[src/rtl/mt_pkg.sv]
package mt_pkg;
    typedef enum logic [1:0] {
        MODE_FREE     = 2'd0,
        MODE_PERIODIC = 2'd1,
        MODE_ONESHOT  = 2'd2,
        MODE_WDOG     = 2'd3
    } mode_e;

    localparam int OFF_LOAD  = 'h00;
    localparam int OFF_STAT  = 'h04;
    localparam int OFF_CTRL  = 'h08;

    localparam int BIT_EN    = 7;
    localparam int MODE_LSB  = 4;
    localparam int CAUSE_BIT = 5;
endpackage

[src/rtl/mt_prescaler.sv]
module mt_prescaler #(
    parameter int PSC_W = 4
) (
    input  logic             clk_i,
    input  logic             rst_ni,
    input  logic             clr_i,
    input  logic             run_i,
    input  logic [PSC_W-1:0] code_i,
    output logic             tick_o
);
    localparam int PCNT_W = 2 ** PSC_W;
    localparam logic [PSC_W-1:0] TOP_CODE = '1;

    logic [PCNT_W-1:0] pcnt_d, pcnt_q;
    logic [PCNT_W-1:0] mask;

    // Top code selects the full counter width; others select 2^code.
    always_comb begin
        mask = '0;
        if (code_i == TOP_CODE) begin
            mask = '1;
        end else begin
            for (int k = 0; k < PCNT_W; k++) begin
                if (k < int'(code_i)) mask[k] = 1'b1;
            end
        end
    end

    assign tick_o = run_i && ((pcnt_q & mask) == mask);

    always_comb begin
        pcnt_d = pcnt_q + 1'b1;
        if (clr_i || !run_i) pcnt_d = '0;
    end

    always_ff @(posedge clk_i or negedge rst_ni) begin
        if (!rst_ni) pcnt_q <= '0;
        else         pcnt_q <= pcnt_d;
    end
endmodule

[src/rtl/mt_regif.sv]
module mt_regif
    import mt_pkg::*;
#(
    parameter int ADDR_W = 4,
    parameter int DATA_W = 32,
    parameter int CNT_W  = 16,
    parameter int PSC_W  = 4
) (
    input  logic              sel_i,
    input  logic              wr_i,
    input  logic [ADDR_W-1:0] addr_i,
    input  logic [CNT_W-1:0]  count_i,
    input  logic              en_i,
    input  mode_e             mode_i,
    input  logic [PSC_W-1:0]  psc_i,
    input  logic              flag_i,
    output logic              wr_load_o,
    output logic              wr_ctrl_o,
    output logic              wr_stat_o,
    output logic [DATA_W-1:0] rdata_o
);
    localparam logic [ADDR_W-1:0] A_LOAD = ADDR_W'(OFF_LOAD);
    localparam logic [ADDR_W-1:0] A_STAT = ADDR_W'(OFF_STAT);
    localparam logic [ADDR_W-1:0] A_CTRL = ADDR_W'(OFF_CTRL);

    logic wr_any;
    assign wr_any    = sel_i && wr_i;
    assign wr_load_o = wr_any && (addr_i == A_LOAD);
    assign wr_ctrl_o = wr_any && (addr_i == A_CTRL);
    assign wr_stat_o = wr_any && (addr_i == A_STAT);

    always_comb begin
        rdata_o = '0;
        if (sel_i && !wr_i) begin
            case (addr_i)
                A_LOAD: rdata_o[CNT_W-1:0] = count_i;
                A_STAT: rdata_o[CAUSE_BIT] = flag_i;
                A_CTRL: begin
                    rdata_o[BIT_EN]           = en_i;
                    rdata_o[MODE_LSB +: 2]    = mode_i;
                    rdata_o[PSC_W-1:0]        = psc_i;
                end
                default: rdata_o = '0;
            endcase
        end
    end
endmodule

[src/rtl/mt_core.sv]
module mt_core
    import mt_pkg::*;
#(
    parameter int CNT_W = 16,
    parameter int PSC_W = 4
) (
    input  logic             clk_i,
    input  logic             rst_ni,
    input  logic             sys_rst_i,
    input  logic             tick_i,
    input  logic             wr_load_i,
    input  logic             wr_ctrl_i,
    input  logic             wr_stat_i,
    input  logic [CNT_W-1:0] wdata_i,
    output logic [CNT_W-1:0] count_o,
    output logic             en_o,
    output mode_e            mode_o,
    output logic [PSC_W-1:0] psc_o,
    output logic             flag_o,
    output logic             irq_o,
    output logic             wrst_o
);
    typedef struct packed {
        logic [CNT_W-1:0] load;
        logic [CNT_W-1:0] count;
        logic             en;
        mode_e            mode;
        logic [PSC_W-1:0] psc;
        logic             flag;
        logic             irq;
        logic             wrst;
    } core_t;

    core_t st_d, st_q;
    logic  keep_flag;

    always_comb begin
        st_d      = st_q;
        st_d.irq  = 1'b0;
        st_d.wrst = 1'b0;
        keep_flag = 1'b0;

        if (st_q.en && tick_i) begin
            if (st_q.count == '0) begin
                case (st_q.mode)
                    MODE_FREE: st_d.count = '1;
                    MODE_PERIODIC: begin
                        st_d.count = st_q.load;
                        st_d.irq   = 1'b1;
                    end
                    MODE_ONESHOT: begin
                        st_d.irq = 1'b1;
                        st_d.en  = 1'b0;
                    end
                    default: begin
                        st_d.wrst  = 1'b1;
                        st_d.flag  = 1'b1;
                        st_d.count = st_q.load;
                    end
                endcase
            end else begin
                st_d.count = st_q.count - 1'b1;
            end
        end

        // Bus writes override the expiry effect on the same edge.
        if (wr_load_i) begin
            st_d.load  = wdata_i;
            st_d.count = wdata_i;
        end
        if (wr_ctrl_i) begin
            st_d.en   = wdata_i[BIT_EN];
            st_d.mode = mode_e'(wdata_i[MODE_LSB +: 2]);
            st_d.psc  = wdata_i[PSC_W-1:0];
        end
        // Clear-by-one, a simultaneous set wins.
        if (wr_stat_i && wdata_i[CAUSE_BIT] && !st_d.wrst) st_d.flag = 1'b0;

        if (sys_rst_i) begin
            keep_flag = st_d.flag;
            st_d      = '0;
            st_d.flag = keep_flag;
        end
    end

    always_ff @(posedge clk_i or negedge rst_ni) begin
        if (!rst_ni) st_q <= '0;
        else         st_q <= st_d;
    end

    assign count_o = st_q.count;
    assign en_o    = st_q.en;
    assign mode_o  = st_q.mode;
    assign psc_o   = st_q.psc;
    assign flag_o  = st_q.flag;
    assign irq_o   = st_q.irq;
    assign wrst_o  = st_q.wrst;
endmodule

[src/rtl/mt_timer.sv]
module mt_timer
    import mt_pkg::*;
#(
    parameter int ADDR_W = 4,
    parameter int DATA_W = 32,
    parameter int CNT_W  = 16,
    parameter int PSC_W  = 4
) (
    input  logic              clk_i,
    input  logic              rst_ni,
    input  logic              sys_rst_i,
    input  logic              bus_sel_i,
    input  logic              bus_wr_i,
    input  logic [ADDR_W-1:0] bus_addr_i,
    input  logic [DATA_W-1:0] bus_wdata_i,
    output logic [DATA_W-1:0] bus_rdata_o,
    output logic              irq_o,
    output logic              wdt_rst_req_o
);
    logic             wr_load, wr_ctrl, wr_stat, tick;
    logic [CNT_W-1:0] cnt_val;
    logic             ctrl_en, cause_flag;
    mode_e            ctrl_mode;
    logic [PSC_W-1:0] ctrl_psc;
    logic             wdata_hi_unused;

    assign wdata_hi_unused = ^bus_wdata_i[DATA_W-1:CNT_W];

    mt_regif #(
        .ADDR_W(ADDR_W), .DATA_W(DATA_W), .CNT_W(CNT_W), .PSC_W(PSC_W)
    ) u_regif (
        .sel_i     (bus_sel_i),
        .wr_i      (bus_wr_i),
        .addr_i    (bus_addr_i),
        .count_i   (cnt_val),
        .en_i      (ctrl_en),
        .mode_i    (ctrl_mode),
        .psc_i     (ctrl_psc),
        .flag_i    (cause_flag),
        .wr_load_o (wr_load),
        .wr_ctrl_o (wr_ctrl),
        .wr_stat_o (wr_stat),
        .rdata_o   (bus_rdata_o)
    );

    mt_prescaler #(.PSC_W(PSC_W)) u_psc (
        .clk_i  (clk_i),
        .rst_ni (rst_ni),
        .clr_i  (sys_rst_i),
        .run_i  (ctrl_en),
        .code_i (ctrl_psc),
        .tick_o (tick)
    );

    mt_core #(.CNT_W(CNT_W), .PSC_W(PSC_W)) u_core (
        .clk_i     (clk_i),
        .rst_ni    (rst_ni),
        .sys_rst_i (sys_rst_i),
        .tick_i    (tick),
        .wr_load_i (wr_load),
        .wr_ctrl_i (wr_ctrl),
        .wr_stat_i (wr_stat),
        .wdata_i   (bus_wdata_i[CNT_W-1:0]),
        .count_o   (cnt_val),
        .en_o      (ctrl_en),
        .mode_o    (ctrl_mode),
        .psc_o     (ctrl_psc),
        .flag_o    (cause_flag),
        .irq_o     (irq_o),
        .wrst_o    (wdt_rst_req_o)
    );
endmodule

[config.mk]
export PLATFORM = sky130hd
export DESIGN_NAME = mt_timer
export DESIGN_NICKNAME = d
export VERILOG_FILES = /design/src/rtl/mt_pkg.sv /design/src/rtl/mt_prescaler.sv /design/src/rtl/mt_regif.sv /design/src/rtl/mt_core.sv /design/src/rtl/mt_timer.sv
export SDC_FILE = /design/constraint.sdc
export NUM_CORES = 1
export LEC_CHECK = 0
export BUFFER_PORTS_ARGS = -buffer_cell sky130_fd_sc_hd__buf_4
export CAP_MARGIN = 10
export CORE_MARGIN = 1.5
export CORE_UTILIZATION = 55
export DETAILED_ROUTE_END_ITERATION = 10
export GPL_TIMING_DRIVEN = 1
export PLACE_DENSITY = 0.8
export SETUP_SLACK_MARGIN = 0.2
export SYNTH_ARGS = -nofsm -noshare
export SYNTH_HDL_FRONTEND = slang
export SYNTH_SLANG_ARGS = --single-unit
[constraint.sdc]
create_clock -name clk_i -period 4.13 [get_ports clk_i]
set_clock_uncertainty 0.15 [all_clocks]
set_input_delay 0.413 -clock clk_i [delete_from_list [all_inputs] [get_ports clk_i]]
set_output_delay 0.413 -clock clk_i [all_outputs]
set_load 0.02 [all_outputs]
# Word level (Yosys, flattened, before mapping)
# Index checks and enable logic that the tools add are counted.
# W data, S select, Z words.
# word_totals
register_bits	58
input_bits	41
output_inout_bits	34
word_cells	98
# classes
add_sub_neg	2
magnitude_cmp	15
eq_ne	7
mux	38
bitwise	1
reduce_logical	26
# ops
op	n
$mux W16	3
$mux W42	1
$mux W32	1
$pmux W16 S2	1
$lt A4 B4 Y1 const A	7
$mux W1	23
$mux W17	1
$add A16 B1 Y16 const B	1
$and A16 B16 Y16	1
$eq A16 B16 Y1	1
$logic_not A16 Y1	1
$lt A3 B4 Y1 const A	4
$sub A16 B1 Y16 const B	1
$mux W15	1
$reduce_bool A3 Y1	4
$pmux W5 S2	1
$logic_and A1 B1 Y1	9
$eq A4 B4 Y1 const B	2
$lt A1 B4 Y1 const A	2
$lt A2 B4 Y1 const A	2
$mux W8	1
$mux W7	1
$mux W3	2
$eq A4 B3 Y1 const B	1
other kinds (14)	17

# Depth between registers and ports, before layout
# depth
depth_word	12
depth_mapped	11
depth_no_buf	8

# Hierarchy
# Synthesis repeated with hierarchy kept, for this count alone.
# unflattened
cells_unflattened	450
hier_area_um2	3975.1
# modules_own_cells
mod	n_inst	cells_each	area_each_um2	seq_area_each_um2
mt_core	1	296	2691.3	1051.0
mt_prescaler	1	98	889.6	400.4
mt_regif	1	56	394.1	0.0

# Worst setup path before layout
# OpenSTA, ideal clock, no wires.
# synth_path
path_type	register -> register
from	reg u_core.st_q (netlist bit u_core.count_o[0])
to	reg u_core.st_q (netlist bit u_core.count_o[5])
setup_time_ns	0.125
t_arrival_ns	2.730
required_ns	3.855
slack_ns	1.125
stages_incl_launch_ff	12
path_buffers	3
period_less_slack_ns	3.005
cell_sequence	dfrtp_1 > inv_1 > ha_1 > or3b_1 > buf_2 > or4_1 > buf_2 > or4_1 > buf_2 > nor2_1 > a211oi_1 > mux2_2
# synth_between
elab_chain_len	5
word_cells_on_any_way	8
# synth_lines
item	line_no	rtl
start, declared	mt_core.sv:34	core_t st_d, st_q;
start signal, assigned	mt_core.sv:88	else st_q <= st_d;
$sub A16 B1 Y16 / $logic_not A16 Y1 (equally long branches)	mt_core.sv:62, mt_core.sv:44	
$mux W16	mt_core.sv:44	if (st_q.count == '0) begin
$mux W17	mt_core.sv:43	if (st_q.en && tick_i) begin
$mux W32	mt_core.sv:67	if (wr_load_i) begin
$mux W42	mt_core.sv:79	if (sys_rst_i) begin
# Parallel ways exist; a longest one is shown, timed or not. The select of a mux whose other input is x is not followed.
# A chain may end at the register's enable or synchronous reset.

# Worst setup path after layout
# layout_path
from	reg u_core.st_q (netlist bit u_core.count_o[0])
to	reg u_core.st_q (netlist bit u_core.count_o[9])
# The elaborated chain is that of the path after synthesis.

==> summary.md <==
| Metric | Value |
|---|---|
| Status | `finished, violations left` |
| Failing checks | `hold timing` |
| Die H | `a little over 80 µm` |
| Max stage delay on crit path | `470 ps` |
| Congestion Overflow GR | `0` |
| Detailed-route wire length per cell | `16.0 µm` |
| Final Cycle Share | `86.2%` |
| Synth area leaders | `dfrtp_1 41%, nand2_1 5.6%, a21oi_1 5.0%, nor2_1 4.9%, buf_4 3.4%` |
| CTS tree | `built` |
| Worst-Margin Slew | `823 ps` |
| Crit path cell chain | `inv_1, ha_1, or3b_1, nor4_1, nand2b_1, nor2_2, o21ai_0, buf_4, a222oi_1` |
| Vias | `3190` |
| Most frequent cell after synthesis | `dfrtp_1` |
| Post-synth EDFFs | `0` |
| Total Routing Usage GR | `about a quarter` |
| Final Max Slew Viols | `0` |
| Design area | `4060 µm²` |
| Worst min path class | `in2async` |
| Row cnt | `29` |
| Drt first pass iters | `5` |
| Number of global-route vias before repair | `3071` |
| Max Root-Sink Buffers | `2` |
| Placed cell area | `3830 µm²` |
| I/O Pins | `75` |
| Peak supply drop | `299 µV` |
| Die W | `83.1 µm` |
| Leak | `1.74 nW` |
| Layout cells sized above 1 | `between 15 and 20%` |
| Finished Core Util | `64.7%` |
| Rel. slew slack | `between 40% and 50%` |
| Vias per Instance | `5.92` |
| CTS sink cnt | `58` |
| DRT iter0 DRCs | `roughly 260` |
| Sequential share of the synthesized area | `41.1%` |
| Synthesized flop and latch total | `58` |
| Critical Path AT | `between 3000 and 4000 ps` |
| Post-CTS Resized | `0` |
| Area occupied by multi-input gates | `1870 µm²` |
| Critical path required time | `4200 ps` |
| Num CTS Buffers | `9` |
| Place WS | `662 ps` |
| Nets | `503` |
| H-tree Lvls | `3` |
| Area growth syn-to-layout | `15.0%` |
| Reg-to-reg slack, setup | `570 ps` |
| Cell Area, Synth | `3530 µm²` |
| Die ar. | `6910 µm²` |
| Fillers | `515` |
| Top cell type's share of synthesized area | `between 40% and 50%` |
| GPL Wtd Cong | `0.848` |
| First-pass GRT wire length | `14300 µm` |
| RSZ-0062 raised after global routing | `false` |
| I/O Buffers | `42` |
| Reg clk slew, reported paths | `70 ps` |
| Max cap viols | `0` |
| Core Box Area | `6280 µm²` |
| Final setup violation count | `0` |
| Diode count | `0` |
| Syn Area/Cell | `8.35 µm²` |
| Postcts setup bufs | `0` |
| Clock root buffer | `clkbuf_8` |
| CP startpoint kind | `flip-flop` |
| Post-CTS Hold Fix Bufs | `0` |
| Hold slack | `-17.4 ps` |
| Initial antenna violation count | `0` |
| Crit path max fanout | `10` |
| Largest net degree at the start of global routing | `slightly below 60` |
| Tmin final | `between 3000 and 4000 ps` |
| Distinct cells, synth | `a little over 50` |
| Placed wire-length estimate | `5820 µm` |
| Commonest cells in the netlist | `58 x dfrtp_1, 53 x nand2_1, 46 x nor2_1` |
| Reg2Reg Depth | `9` |
| FMAX | `0.281 GHz` |
| Routed WL | `8620 µm` |
| Synth warnings | `0` |
| Worst skew pair latency | `about 340 ps` |
| Most area-hungry cell type in the Yosys netlist | `dfrtp_1` |
| DRC errors left | `0` |
| Slowest CP cell | `or3b_1` |
| Detail Route Antenna Nets | `0` |
| Register area | `~1500 µm²` |
| Post-route setup slack | `570 ps` |
| Main synth FF type | `dfrtp_1` |
| Setup TNS | `0 ps` |
| Starting density of the core | `between 50% and 60%` |
| Critical Path End Type | `flip-flop` |
| Gate count after technology mapping | `between 400 and 500` |
| Crit Path Class | `reg2reg` |
| Power per cell area | `478 nW/µm²` |
| Asr flop ratio synth | `100%` |
| Final Hold Fails | `23` |
layer usage:
layer / global-route usage (%) / routed length (µm) / vias to the layer above
met5: 0 / 0 / -
met4: 11.2 / 182 / 0
met3: 3.68 / 358 / 18
met2: 43.5 / 4330 / 88
met1: 32.3 / 3750 / 1553
li1: - / - / 1531
flip-flops by register name, indices dropped and copies added, names as in the netlist:
name and cells:
u_core.st_q 16, u_core.flag_o 1, u_core.mode_o 2, u_core.psc_o 4
u_core.irq_o 1, u_core.en_o 1, u_core.wrst_o 1, u_psc.pcnt_q 16
u_core.count_o 16
placed cells by master, fill, tap and decap left out, types with 7 or more instances in the layout:
| cell | synthesis | routed |
|---|---|---|
| nor4_1 | 13 | 13 |
| nand2b_1 | 7 | 7 |
| nor3_1 | 12 | 12 |
| nand2_1 | 53 | 53 |
| clkbuf_8 | 0 | 9 |
| o21ai_0 | 17 | 17 |
| dfrtp_1 | 58 | 58 |
| xnor2_1 | 9 | 9 |
| nand3_1 | 14 | 14 |
| xor2_1 | 8 | 8 |
| inv_1 | 12 | 12 |
| and2_1 | 12 | 12 |
| or3_1 | 8 | 8 |
| nor2_1 | 46 | 46 |
| buf_4 | 16 | 48 |
| conb_1 | 1 | 16 |
| a21oi_1 | 35 | 35 |
worst max-delay path: cells and delay by family (launching register included):
family | cells | cell delay (ps)
flops | 1 | 410
compound gates | 2 | 620
fa+ha+maj | 1 | 190
simple gates | 4 | 1670
buf+inv | 2 | 410
cells by family after synthesis:
group	Yosys count	share of synthesized area [%]
flops	58	41.1
xor+xnor	17	4.22
other cells	1	0.106
compound gates	94	16.9
mux	8	2.48
fa+ha+maj	5	1.77
simple gates	188	25.9
buf+inv	52	7.44
path summary, 6_finish.rpt:
path	start	endpoint
setup / recovery	u_core.count_o[0]	u_core.count_o[9]
hold / removal	rst_ni	u_core.st_q[41]
setup reg to reg	u_core.count_o[0]	u_core.count_o[9]
hold reg to reg	u_core.flag_o	u_core.flag_o
max in group asynchronous	rst_ni	u_psc.pcnt_q[10]
min in group clk_i	bus_wdata_i[13]	u_core.st_q[39]
power breakdown:
part	leakage (nW)	internal [W]	switching, W
Sequential	0.799	0.000630	0.0000962
Clock	0.120	0.000398	0.000238
Combinational	0.817	0.000261	0.000317
layout make-up:
type,count,share of cell area (%)
Multi-Input combinational cell,328,46.1
Sequential cell,58,35.8
Timing Repair Buffer,48,8.88
Clock buffer,10,3.14
Clock inverter,6,2.59
Tap cell,77,2.37
Inverter,12,1.11
metrics by stage:
step                      cells  power (W)
final                       539    0.00194
after global routing        539    0.00204
after CTS                   539    0.00193
after detailed placement    523    0.00129
after global placement      523    0.00127
after floorplan             438    0.00116
Power figures use the tool's default switching activity.
